--- src/rtl/pinirq_pkg.sv ---
package pinirq_pkg;

    typedef enum logic [1:0] {
        TRIG_RISE = 2'b00,
        TRIG_FALL = 2'b01,
        TRIG_LOW  = 2'b10,
        TRIG_HIGH = 2'b11
    } trig_mode_e;

    // What one channel sees of its chosen pin in the current cycle
    typedef struct packed {
        logic cur;
        logic prev;
        logic edge_ok;
    } pin_view_t;

    function automatic logic trig_hit(trig_mode_e mode, pin_view_t v);
        logic hit;
        case (mode)
            TRIG_RISE: hit = v.edge_ok &  v.cur & ~v.prev;
            TRIG_FALL: hit = v.edge_ok & ~v.cur &  v.prev;
            TRIG_LOW:  hit = ~v.cur;
            default:   hit =  v.cur;
        endcase
        return hit;
    endfunction

endpackage

--- src/rtl/pinirq_sync.sv ---
module pinirq_sync #(
    parameter int WIDTH = 32
) (
    input  logic             clk,
    input  logic             rst,
    input  logic [WIDTH-1:0] async_in,
    output logic [WIDTH-1:0] sync_out
);
    logic [WIDTH-1:0] stage1;
    logic [WIDTH-1:0] stage2;

    always_ff @(posedge clk) begin
        if (rst) begin
            stage1 <= '0;
            stage2 <= '0;
        end else begin
            stage1 <= async_in;
            stage2 <= stage1;
        end
    end

    assign sync_out = stage2;
endmodule

--- src/rtl/pinirq_chan.sv ---
module pinirq_chan
    import pinirq_pkg::*;
#(
    parameter int NUM_PINS = 32,
    parameter int SEL_W    = 5
) (
    input  logic                clk,
    input  logic                rst,
    input  logic [NUM_PINS-1:0] pins_sync,
    input  logic [SEL_W-1:0]    sel,
    input  trig_mode_e          mode,
    input  logic                en,
    input  logic                cfg_wr,
    input  logic                clr,
    output logic                flag
);
    logic      cur;
    logic      prev_q;
    logic      hist_q;
    pin_view_t view;
    logic      hit;

    assign cur = (int'(sel) < NUM_PINS) ? pins_sync[sel] : 1'b0;

    always_comb begin
        view.cur     = cur;
        view.prev    = prev_q;
        view.edge_ok = hist_q & ~cfg_wr;
        hit          = trig_hit(mode, view);
    end

    always_ff @(posedge clk) begin
        if (rst) begin
            prev_q <= 1'b0;
            hist_q <= 1'b0;
            flag   <= 1'b0;
        end else begin
            prev_q <= cur;
            hist_q <= ~cfg_wr;
            if (en && hit)
                flag <= 1'b1;
            else if (clr)
                flag <= 1'b0;
        end
    end
endmodule

--- src/rtl/pinirq_unit.sv ---
module pinirq_unit
    import pinirq_pkg::*;
#(
    parameter int NUM_CH   = 8,
    parameter int NUM_PINS = 32,
    localparam int SEL_W   = (NUM_PINS > 1) ? $clog2(NUM_PINS) : 1
) (
    input  logic                    clk,
    input  logic                    rst,
    input  logic [NUM_PINS-1:0]     gpio_in,
    input  logic [NUM_CH*SEL_W-1:0] ch_pin_sel,
    input  logic [NUM_CH*2-1:0]     ch_mode,
    input  logic [NUM_CH-1:0]       ch_enable,
    input  logic [NUM_CH-1:0]       ch_cfg_wr,
    input  logic [NUM_CH-1:0]       ch_clear,
    output logic [NUM_CH-1:0]       irq,
    output logic [NUM_CH-1:0]       status
);
    logic [NUM_PINS-1:0] pins_sync;
    logic [NUM_CH-1:0]   flags;

    pinirq_sync #(.WIDTH(NUM_PINS)) sync_i (
        .clk      (clk),
        .rst      (rst),
        .async_in (gpio_in),
        .sync_out (pins_sync)
    );

    for (genvar i = 0; i < NUM_CH; i++) begin : g_ch
        pinirq_chan #(.NUM_PINS(NUM_PINS), .SEL_W(SEL_W)) chan_i (
            .clk       (clk),
            .rst       (rst),
            .pins_sync (pins_sync),
            .sel       (ch_pin_sel[i*SEL_W +: SEL_W]),
            .mode      (trig_mode_e'(ch_mode[2*i +: 2])),
            .en        (ch_enable[i]),
            .cfg_wr    (ch_cfg_wr[i]),
            .clr       (ch_clear[i]),
            .flag      (flags[i])
        );
    end

    assign status = flags;
    assign irq    = flags & ch_enable;
endmodule

--- config.mk ---
export PLATFORM = sky130hd
export DESIGN_NAME = pinirq_unit
export DESIGN_NICKNAME = d
export VERILOG_FILES = /design/src/rtl/pinirq_pkg.sv /design/src/rtl/pinirq_sync.sv /design/src/rtl/pinirq_chan.sv /design/src/rtl/pinirq_unit.sv
export SDC_FILE = /design/constraint.sdc
export NUM_CORES = 1
export LEC_CHECK = 0
export ABC_CLOCK_PERIOD_IN_PS = 2200
export BUFFER_PORTS_ARGS = -buffer_cell sky130_fd_sc_hd__buf_2
export CORE_AREA = 2 2 106 108
export CTS_CLUSTER_DIAMETER = 100
export DETAILED_ROUTE_END_ITERATION = 16
export DIE_AREA = 0 0 108 110
export PLACE_DENSITY = 0.81
export REMOVE_ABC_BUFFERS = 1
export SKIP_CTS_REPAIR_TIMING = 1
export SYNTH_ARGS = -nofsm -noshare
export SYNTH_HDL_FRONTEND = slang
export SYNTH_HIERARCHICAL = 1
export SYNTH_SLANG_ARGS = --single-unit
--- constraint.sdc ---
create_clock -name clk -period 2.2 [get_ports clk]
set_clock_uncertainty 0.2 [all_clocks]
set_input_delay 0.33 -clock clk [delete_from_list [all_inputs] [get_ports clk]]
set_output_delay 0.33 -clock clk [all_outputs]
set_load 0.05 [all_outputs]
==> summary.md <==
| Metric | Value |
|---|---|
| Synthesized area | `5820 um^2` |
| Slew margin rel. | `0.668` |
| Worst slew pin tran | `0.497 ns` |
| Largest net degree at the start of global routing | `35` |
| CP Data Arrival Time | `2.08 ns` |
| Post-synthesis xor/xnor area fraction | `0` |
| Seq/Total Area, Yosys | `0.303` |
| R2R cell count | `6` |
| Maxcap violations | `0` |
| Residual DRC | `0` |
| Pre-CTS setup slack | `0.0485 ns` |
| WL per Instance | `16.9 um` |
| Cell depth of the worst setup path | `6` |
| H-Tree Depth | `3` |
| # IOs | `130` |
| Initial antenna violation count | `0` |
| Endpoint class of the critical path | `flip-flop` |
| Endpoints failing hold | `3` |
| Failing checks | `hold timing` |
| Total Nets Final | `880` |
| Post-synthesis adder-cell area fraction | `0` |
| Syn. warnings | `6` |
| FF-to-FF End | `g_ch[4].chan_i/flag` |
| Vias | `5145` |
| Tot GR Track Use | `0.254` |
| Fin. max-slew vios | `0` |
| Number of global-route vias before repair | `4886` |
| Antenna Cells | `0` |
| Clock transition at path regs | `0.09 ns` |
| Fraction of layout cells with a size suffix above 1 | `0.334` |
| Max Freq | `496 MHz` |
| Reg2Reg Setup Slack | `0.18 ns` |
| Area added between synthesis and finish | `20.3%` |
| RSZ-0062 raised after global routing | `no` |
| Gr ovfl total | `0` |
| Clk sinks | `88` |
| Die Y | `110 um` |
| VDD IR-drop max | `0.413 mV` |
| Int Pwr | `2.74 mW` |
| Combinational cell fraction of total power | `0.222` |
| Chip width | `108 um` |
| GRT met3 Usage | `0.0464` |
| End of the critical path | `g_ch[4].chan_i/flag` |
| Longest Clk Path Bufs | `2` |
| Simple-Gate Fraction of Synth Area | `0.248` |
| TritonRoute pass-1 iters | `4` |
| Reg power frac | `0.458` |
| Static Leak | `3.14 nW` |
| Worst path top cell family by delay | `compound AO/OA/AOI/OAI gates` |
| Cells along the critical path | `mux2i_1 -> a211oi_1 -> and3_1 -> a31oi_2 -> a221oi_2 -> o31ai_2` |
| Startpoint types | `flip-flop` |
| Count of cell types in the netlist | `23` |
| CP max-delay cell | `dfxtp_1` |
| Worst Setup SP | `sync_i/sync_out[2]` |
| First-pass GRT wire length | `23.3 mm` |
| Die Area | `11900 um^2` |
| Yosys reg bits | `88` |
| Post-route setup TNS | `0 ns` |
| Fin crit period | `2.02 ns` |
| Avg Cell Area, Syn | `9.72 um^2` |
| Power Dens Cells | `557 nW/um^2` |
| Post-Synthesis Cells | `599` |
| Most frequent cells in the layout | `mux2i_1 (128), buf_2 (128), dfxtp_1 (88), nor2b_2 (60), nand2_1 (56)` |
| Compound-Gate Fraction of Synth Area | `0.167` |
| Crit-path max cell delay | `0.63 ns` |
| Outcome | `complete, but fails checks` |
| Final period utilization | `0.917` |
| Number of buffers created by CTS | `9` |
| Global routing usage on met2 | `0.433` |
| DRT iter0 DRCs | `303` |
| Worst reg2reg startpoint | `sync_i/sync_out[2]` |
| Largest family of logic cells by synthesized area | `simple AND/OR/NAND/NOR gates` |
| Setup violators final | `0` |
| WHS | `-0.0295 ns` |
| Net switching power | `1.16 mW` |
| RePlAce Congestion | `0.877` |
| Core Footprint | `10700 um^2` |
| DRT Wirelength | `15.4 mm` |
| TritonCTS clock tree | `yes` |
| Switching share of power | `0.297` |
| Final worst setup slack | `0.182 ns` |
| Placed cells | `858` |
| Global route hottest layer | `met2` |
| Clock network power share | `0.320` |
| Multiplexer area fraction after synthesis | `0.220` |
| Crit Path Category | `flip-flop to flip-flop` |
| Clock root cell | `clkbuf_8` |
| DP Wirelength | `10.7 mm` |
| Buf/Inv on CP | `0` |
| Met1 Use GR | `0.301` |
| FP Rows | `38` |
| Final non-filler cell total | `910` |
| Critical Path Fanout Max | `8` |
| Initial Util | `0.544` |
| Hold Path Class | `input pin to flip-flop` |
| DRT antenna net count | `0` |
| Port Buffers | `129` |
| Clk_lat worst skew | `0.37 ns` |
| Crit path required time | `2.27 ns` |
| Post-DR vias/cell | `5.65` |
worst min-delay path by stage:
stage / startpoint / to / slack, ns / cells after the start
5_1_grt: gpio_in[5] / sync_i/stage1[5] / -0.007 / 2
3_3_place_gp: sync_i/stage1[24] / sync_i/sync_out[24] / 0.22 / 1
4_1_cts: ch_cfg_wr[7] / g_ch[7].chan_i/hist_q / -0.1 / 2
3_5_place_dp: sync_i/stage1[31] / sync_i/sync_out[31] / 0.22 / 1
6_report: gpio_in[21] / sync_i/stage1[21] / -0.03 / 2
2_1_floorplan: rst / sync_i/stage1[0] / 0.20 / 1
per-layer routing:
metal | vias up | wire (um) | part of all wire
li1 | 2502 | - | -
met4 | 0 | 653 | 0.042
met1 | 2371 | 6220 | 0.40
met2 | 217 | 7260 | 0.47
met5 | - | 0 | 0
met3 | 55 | 1240 | 0.080
metrics by stage:
| step | area, um^2 | utilization | hold WS, ns | power, mW |
|---|---|---|---|---|
| finish | 7010 | 0.655 | -0.0295 | 3.90 |
| global route | 7010 | 0.655 | -0.00737 | 4.07 |
| CTS | 6640 | 0.620 | -0.0972 | 3.87 |
| detailed placement | 6420 | 0.600 | 0.223 | 2.63 |
| global placement | 6420 | 0.600 | 0.217 | 2.59 |
| floorplan | 5490 | - | 0.196 | 2.26 |
power groups by stage:
stage	registers (mW)	clock network [mW]	logic, mW
floorplan	1.81	0	0.450
global placement	1.81	0	0.778
detailed placement	1.82	0	0.809
CTS	1.78	1.28	0.813
global route	1.79	1.34	0.940
finish	1.79	1.25	0.867
state kept, by name, summed over array words and instances (netlist names):
name and count:
g_ch.chan_i/prev_q 8, g_ch.chan_i/hist_q 8, g_ch.chan_i/flag 8, sync_i/stage1 32, sync_i/sync_out 32
Yosys cell counts:
cell | instances | area share
a211oi_1 | 8 | 0.010
a21oi_1 | 32 | 0.028
a221oi_2 | 8 | 0.021
a22oi_1 | 32 | 0.041
a31oi_2 | 16 | 0.034
and2_1 | 16 | 0.017
and2b_2 | 8 | 0.012
and3_1 | 16 | 0.017
buf_12 | 8 | 0.028
buf_6 | 13 | 0.025
buf_8 | 2 | 0.0052
dfxtp_1 | 88 | 0.30
inv_1 | 8 | 0.0052
mux2i_1 | 128 | 0.22
nand2_1 | 56 | 0.036
nand2b_1 | 24 | 0.026
nand4_1 | 8 | 0.0086
nor2_1 | 32 | 0.021
nor2b_1 | 12 | 0.013
nor2b_2 | 60 | 0.090
nor3_1 | 8 | 0.0069
o2111a_1 | 8 | 0.015
o31ai_2 | 8 | 0.017
area by class of cell:
cell class,instances,area [um^2]
tap,140,175
sequential,88,1760
multi-input combinational,480,3690
timing repair buffer,179,1130
clock buffer,9,124
fill,885,3690
clock inverter,6,92.6
inverter,8,30.0
worst reg2reg max path: cells and delay by family (launching register included):
family             cells  cell delay (ns)
muxes                  1             0.15
and+or+nand+nor        1             0.20
DFF                    1             0.63
AOI/OAI and AO/OA      4             0.74
cells by family after synthesis:
group,count (synthesis)
compound gates,112
buf+inv,31
flops,88
mux,128
simple gates,240
(Power assumes the default switching activity.)
